### src/rtl/txdesc_pkg.sv
package txdesc_pkg;
    typedef enum logic [2:0] {
        ST_IDLE,
        ST_DW0,
        ST_DW1,
        ST_DW2,
        ST_FETCH,
        ST_SEND,
        ST_WBACK,
        ST_HALT
    } txd_state_e;

    localparam int CTL_LSB   = 27;
    localparam int OWN_BIT   = 31;
    localparam int WRAP_BIT  = 30;
    localparam int FIRST_BIT = 29;
    localparam int LAST_BIT  = 28;
    localparam int LEN_LSB   = 16;
    localparam int LEN_W     = 16;
    localparam int WORD_W    = 32;
endpackage

### src/rtl/txd_byte_pick.sv
module txd_byte_pick #(
    parameter int LANES = 4,
    localparam int SEL_W = $clog2(LANES)
) (
    input  logic [8*LANES-1:0] word_i,
    input  logic [SEL_W-1:0]   sel_i,
    output logic [7:0]         byte_o
);
    logic [7:0] lane [LANES];

    for (genvar g = 0; g < LANES; g++) begin : g_lane
        assign lane[g] = word_i[8*g +: 8];
    end

    assign byte_o = lane[sel_i];
endmodule

### src/rtl/txd_ptr_next.sv
module txd_ptr_next #(
    parameter int ADDR_W     = 32,
    parameter int DESC_BYTES = 16
) (
    input  logic [ADDR_W-1:0] ptr_i,
    input  logic [ADDR_W-1:0] base_i,
    input  logic              wrap_i,
    output logic [ADDR_W-1:0] next_o
);
    assign next_o = wrap_i ? base_i : ptr_i + ADDR_W'(DESC_BYTES);
endmodule

### src/rtl/txdesc_dma.sv
module txdesc_dma
    import txdesc_pkg::*;
#(
    parameter int ADDR_W     = 32,
    parameter int DESC_BYTES = 16
) (
    input  logic              clk,
    input  logic              rst_n,
    input  logic              tx_enable,
    input  logic [ADDR_W-1:0] list_base,
    output logic              mem_req,
    output logic              mem_we,
    output logic [ADDR_W-1:0] mem_addr,
    output logic [31:0]       mem_wdata,
    input  logic              mem_ack,
    input  logic [31:0]       mem_rdata,
    output logic              tx_valid,
    input  logic              tx_ready,
    output logic [7:0]        tx_data,
    output logic              tx_sop,
    output logic              tx_eop,
    output logic              tx_active
);
    localparam int LANES   = WORD_W / 8;
    localparam int IDX_W   = $clog2(LANES);
    localparam int CTL_W   = WORD_W - CTL_LSB;
    localparam int ALIGN_W = $clog2(LANES);

    typedef struct packed {
        txd_state_e        st;
        logic [ADDR_W-1:0] ptr;
        logic [CTL_W-1:0]  ctl;
        logic [LEN_W-1:0]  len;
        logic [ADDR_W-1:0] buf_a;
        logic [WORD_W-1:0] word;
        logic [IDX_W-1:0]  idx;
        logic              err;
        logic              sent_any;
    } txd_regs_t;

    txd_regs_t q, d;

    logic [ADDR_W-1:0] ptr_nxt;
    logic [7:0]        cur_byte;
    logic              buf_bad;

    txd_ptr_next #(.ADDR_W(ADDR_W), .DESC_BYTES(DESC_BYTES)) u_ptr (
        .ptr_i  (q.ptr),
        .base_i (list_base),
        .wrap_i (q.ctl[WRAP_BIT-CTL_LSB]),
        .next_o (ptr_nxt)
    );

    txd_byte_pick #(.LANES(LANES)) u_pick (
        .word_i (q.word),
        .sel_i  (q.idx),
        .byte_o (cur_byte)
    );

    assign buf_bad = (q.len == '0) || (mem_rdata[ALIGN_W-1:0] != '0);

    always_comb begin
        d = q;
        case (q.st)
            ST_IDLE: begin
                d.ptr = list_base;
                if (tx_enable) d.st = ST_DW0;
            end
            ST_DW0: if (mem_ack) begin
                d.err = 1'b0;
                if (!mem_rdata[OWN_BIT]) begin
                    d.st = ST_HALT;
                end else begin
                    d.ctl = mem_rdata[WORD_W-1:CTL_LSB];
                    d.st  = ST_DW1;
                end
            end
            ST_DW1: if (mem_ack) begin
                d.len = mem_rdata[LEN_LSB +: LEN_W];
                d.st  = ST_DW2;
            end
            ST_DW2: if (mem_ack) begin
                d.buf_a    = mem_rdata[ADDR_W-1:0];
                d.err      = buf_bad;
                d.sent_any = 1'b0;
                d.st       = buf_bad ? ST_WBACK : ST_FETCH;
            end
            ST_FETCH: if (mem_ack) begin
                d.word  = mem_rdata;
                d.idx   = '0;
                d.buf_a = q.buf_a + ADDR_W'(LANES);
                d.st    = ST_SEND;
            end
            ST_SEND: if (tx_ready) begin
                d.sent_any = 1'b1;
                d.len      = q.len - LEN_W'(1);
                d.idx      = q.idx + IDX_W'(1);
                if (q.len == LEN_W'(1))                d.st = ST_WBACK;
                else if (q.idx == IDX_W'(LANES - 1))   d.st = ST_FETCH;
            end
            ST_WBACK: if (mem_ack) begin
                d.ptr = ptr_nxt;
                d.st  = tx_enable ? ST_DW0 : ST_IDLE;
            end
            ST_HALT: if (!tx_enable) d.st = ST_IDLE;
            default: d.st = ST_IDLE;
        endcase
    end

    always_ff @(posedge clk or negedge rst_n) begin
        if (!rst_n) begin
            q    <= '0;
            q.st <= ST_IDLE;
        end else begin
            q <= d;
        end
    end

    always_comb begin
        mem_req  = 1'b0;
        mem_we   = 1'b0;
        mem_addr = q.ptr;
        case (q.st)
            ST_DW0:   mem_req = 1'b1;
            ST_DW1: begin mem_req = 1'b1; mem_addr = q.ptr + ADDR_W'(4); end
            ST_DW2: begin mem_req = 1'b1; mem_addr = q.ptr + ADDR_W'(8); end
            ST_FETCH: begin mem_req = 1'b1; mem_addr = q.buf_a; end
            ST_WBACK: begin mem_req = 1'b1; mem_we = 1'b1; end
            default:  ;
        endcase
    end

    assign mem_wdata = {1'b0, q.ctl[CTL_W-2:0], {(CTL_LSB-1){1'b0}}, q.err};
    assign tx_valid  = (q.st == ST_SEND);
    assign tx_data   = cur_byte;
    assign tx_sop    = tx_valid && q.ctl[FIRST_BIT-CTL_LSB] && !q.sent_any;
    assign tx_eop    = tx_valid && q.ctl[LAST_BIT-CTL_LSB] && (q.len == LEN_W'(1));
    assign tx_active = (q.st != ST_IDLE) && (q.st != ST_HALT);
endmodule

### config.mk
export PLATFORM = sky130hd
export DESIGN_NAME = txdesc_dma
export DESIGN_NICKNAME = d
export VERILOG_FILES = /design/src/rtl/txdesc_pkg.sv /design/src/rtl/txd_byte_pick.sv /design/src/rtl/txd_ptr_next.sv /design/src/rtl/txdesc_dma.sv
export SDC_FILE = /design/constraint.sdc
export NUM_CORES = 1
export LEC_CHECK = 0
export BUFFER_PORTS_ARGS = -buffer_cell sky130_fd_sc_hd__buf_2
export CAP_MARGIN = 20
export CORE_UTILIZATION = 55
export DETAILED_ROUTE_END_ITERATION = 10
export PLACE_DENSITY = 0.82
export RECOVER_POWER = 50
export SYNTH_ARGS = -nofsm -noshare
export SYNTH_HDL_FRONTEND = slang
export SYNTH_SLANG_ARGS = --single-unit
### constraint.sdc
create_clock -name clk -period 3.1 [get_ports clk]
set_input_delay 0.62 -clock clk [delete_from_list [all_inputs] [get_ports clk]]
set_output_delay 0.62 -clock clk [all_outputs]
set_load 0.02 [all_outputs]
==> flow_summary.json <==
{
  "synth_common_cells": "nand2_1, dfrtp_1, nor2_1",
  "ys_dominant_reg_cell": "dfrtp_1",
  "slew_violations": 0,
  "drt_iter0_markers": 1220,
  "layout.nets": 1226,
  "wl_per_cell_um": 20.4,
  "rrSetupSlack_ps": 270,
  "place_ws_ps": 266,
  "n_antenna_cell": 0,
  "antenna_found_initial": 0,
  "finalCritPeriodShare": 0.978,
  "vias_per_cell": 6.65,
  "critPathMaxFanout": 6,
  "io-pin-count": 147,
  "pwr-share-clk": 0.176,
  "power.leakage_uw": 0.00419,
  "async_reset_ff_frac": 1.00,
  "cts_num_sinks": 123,
  "avgSynthCellArea_sq_um": 7.99,
  "area_delta_synth_final_pct": 16.6,
  "htree_num_levels": 4,
  "r2r_start": "q[123]$_DFFE_PN0P_",
  "synth_edf_count": 0,
  "critPathKind": "reg -> out",
  "setup_viol": 0,
  "drive_above_1_share": 0.214,
  "fmax_mhz": 330,
  "violations": "design-rule violations",
  "die_h_um": 125,
  "yosysMostFrequentCell": "nand2_1",
  "gp_congestion": 0.994,
  "reg2regPathDepth": 6,
  "cts_tree": "yes",
  "hp-class": "in -> async",
  "grt_pass1_wl_mm": 42.8,
  "hold_violations": 0,
  "ant_nets": 0,
  "finalWorstSetupSlack_ps": 67.5,
  "cp.required_ps": 2480,
  "synth_area_leaders": "dfrtp_1, nand2_1, a21oi_1",
  "dieArea_sq_um": 15700,
  "worstSkewPairLatency_ps": 430,
  "port-buffer-count": 119,
  "grt_usage": 0.350,
  "vias": 8940,
  "drcViolationCount": 7,
  "cts_hold_repair.buffers": 0,
  "synth.yosys.warnings": 0,
  "wl_mm": 27.5,
  "clk_pin_slew_ps": 60,
  "power_switching_uw": 5420,
  "p_total_uw": 11300,
  "die_w_um": 125,
  "core.rowCount": 44,
  "clockRootBuffer": "clkbuf_16",
  "core_sq_um": 14700,
  "rr_endpoint": "q[42]$_DFFE_PN0P_",
  "synthesis.area_sq_um": 8360,
  "arrival_ps": 2410,
  "synth.yosys.seq_area_share": 0.368,
  "numCtsBuffers": 17,
  "yosys.area.top_type": "dfrtp_1",
  "irDropWorstVdd_mv": 0.680,
  "finalClockSkew_ps": 6.00,
  "grt_max_degree": 92,
  "synth.top_cell.area_share": 0.368,
  "drt_pass1_iterations": 9,
  "powerDensity_nw_per_um2": 1160,
  "swShare": 0.481,
  "end_kind": "output port",
  "cp-start-kind": "register",
  "finalCoreUtilization": 0.663,
  "p_seq_frac": 0.308,
  "ys_ff_latch": 123,
  "drv_cap": 0,
  "min_period_ps": 3030,
  "grt_pass1_vias": 8036,
  "status": "complete, but fails checks",
  "synth_cell_types": 73,
  "grt_overflow": 0,
  "dpl.hpwl_mm": 19.5,
  "clk_path_buf_depth": 2,
  "intPower_uw": 5860,
  "worst_pin_slew_ps": 1340,
  "initial_core_util": 0.569,
  "syn_inst": 1046,
  "relSlewSlack": 0.108,
  "comb_power_share": 0.515
}
cells by family after synthesis:
kind of cell	share of synthesized area
adders and majority gates	0.0120
muxes	0.0373
buffers and inverters	0.0772
xor gates and xnor gates	0.00419
DFF	0.368
and+or+nand+nor	0.262
other	0.000449
AOI/OAI and AO/OA	0.239
per-stage QoR:
stage,std cells,area [sq um],hold WS (ps),TNS [ps]
2_1_floorplan,1072,8460,324,0
3_3_place_gp,1306,9080,454,0
3_5_place_dp,1306,9080,458,0
4_1_cts,1337,9670,36.4,-6.68
5_1_grt,1345,9750,273,-40.3
6_report,1345,9750,246,0
metal layers:
layer  vias up  part of all wire  global-route usage
li1       3996                 -                   -
met2       589              0.45               0.535
met1      4261              0.41               0.489
met4         0             0.037               0.140
met5         -                 0                   0
met3        94              0.10              0.0723
power by group through the flow:
| stage | registers [uW] | logic [uW] | clock network [uW] |
|---|---|---|---|
| 6_report | 3480 | 5810 | 1990 |
| 5_1_grt | 3560 | 6280 | 2070 |
| 4_1_cts | 3410 | 5660 | 1990 |
| 3_5_place_dp | 3410 | 5610 | 0 |
| 3_3_place_gp | 3380 | 5500 | 0 |
| 2_1_floorplan | 2910 | 4300 | 0 |
what timing repair did:
item	in CTS	in global routing
resized for setup	9	26
endpoints found under the setup margin	11	24
buffers inserted	0	7
pin swaps	0	5
gates cloned	0	1
placed cells by master, fill, tap and decap left out, types with 6 or more instances in the layout:
cell	n
o32ai_1	7
and2_1	8
nor3_1	27
o21ai_0	52
a31oi_1	15
nor2_1	87
dfrtp_1	111
conb_1	27
nand3_1	44
or2_2	6
a221o_1	6
nand4_1	21
a311oi_1	13
clkbuf_1	14
a22oi_1	6
and4_1	6
nand2b_1	7
a2bb2oi_1	9
clkbuf_16	17
o211ai_1	11
a21oi_1	83
mux4_2	8
o22ai_1	25
mux2_2	9
buf_2	112
nor2b_1	6
nor4_1	8
or3_1	8
buf_4	40
and3_1	12
dfrtp_2	12
nand2_1	190
ha_1	7
inv_1	16
a211oi_1	20
registers in the layout, indices dropped and copies added, names as in the netlist:
name and count:
mem_wdata 5, q 118
cell type report:
cell class,count,area (sq um)
clock inverters,9,114
inverters,17,63.8
flip-flops and latches,123,3090
repair buffers,170,993
well taps,184,230
fillers,1258,4950
multi-input cells,820,4790
clock buffers,22,464
worst max path at each step:
stage                      startpoint           end  slack, ps  cells past startpoint
CTS                 q[93]$_DFFE_PN0P_  mem_addr[18]         -7                      7
detailed placement  q[94]$_DFFE_PN0P_  mem_addr[18]        270                      7
global route        q[92]$_DFFE_PN0P_  mem_addr[21]        -30                      8
global placement    q[94]$_DFFE_PN0P_  mem_addr[18]        390                      7
floorplan           q[94]$_DFFE_PN0P_  mem_addr[26]         40                      6
finish              q[93]$_DFFE_PN0P_  mem_addr[26]         70                      9
worst max-delay path, stage by stage (launching register included):
cell      delay, ps
dfrtp_2         390
ha_1            170
nand4_1         120
buf_4           180
nor3_4          200
buf_6           180
buf_12          110
nand3_1         110
o311ai_1        290
buf_2           220
No activity file was read; power rests on OpenSTA's default activity.
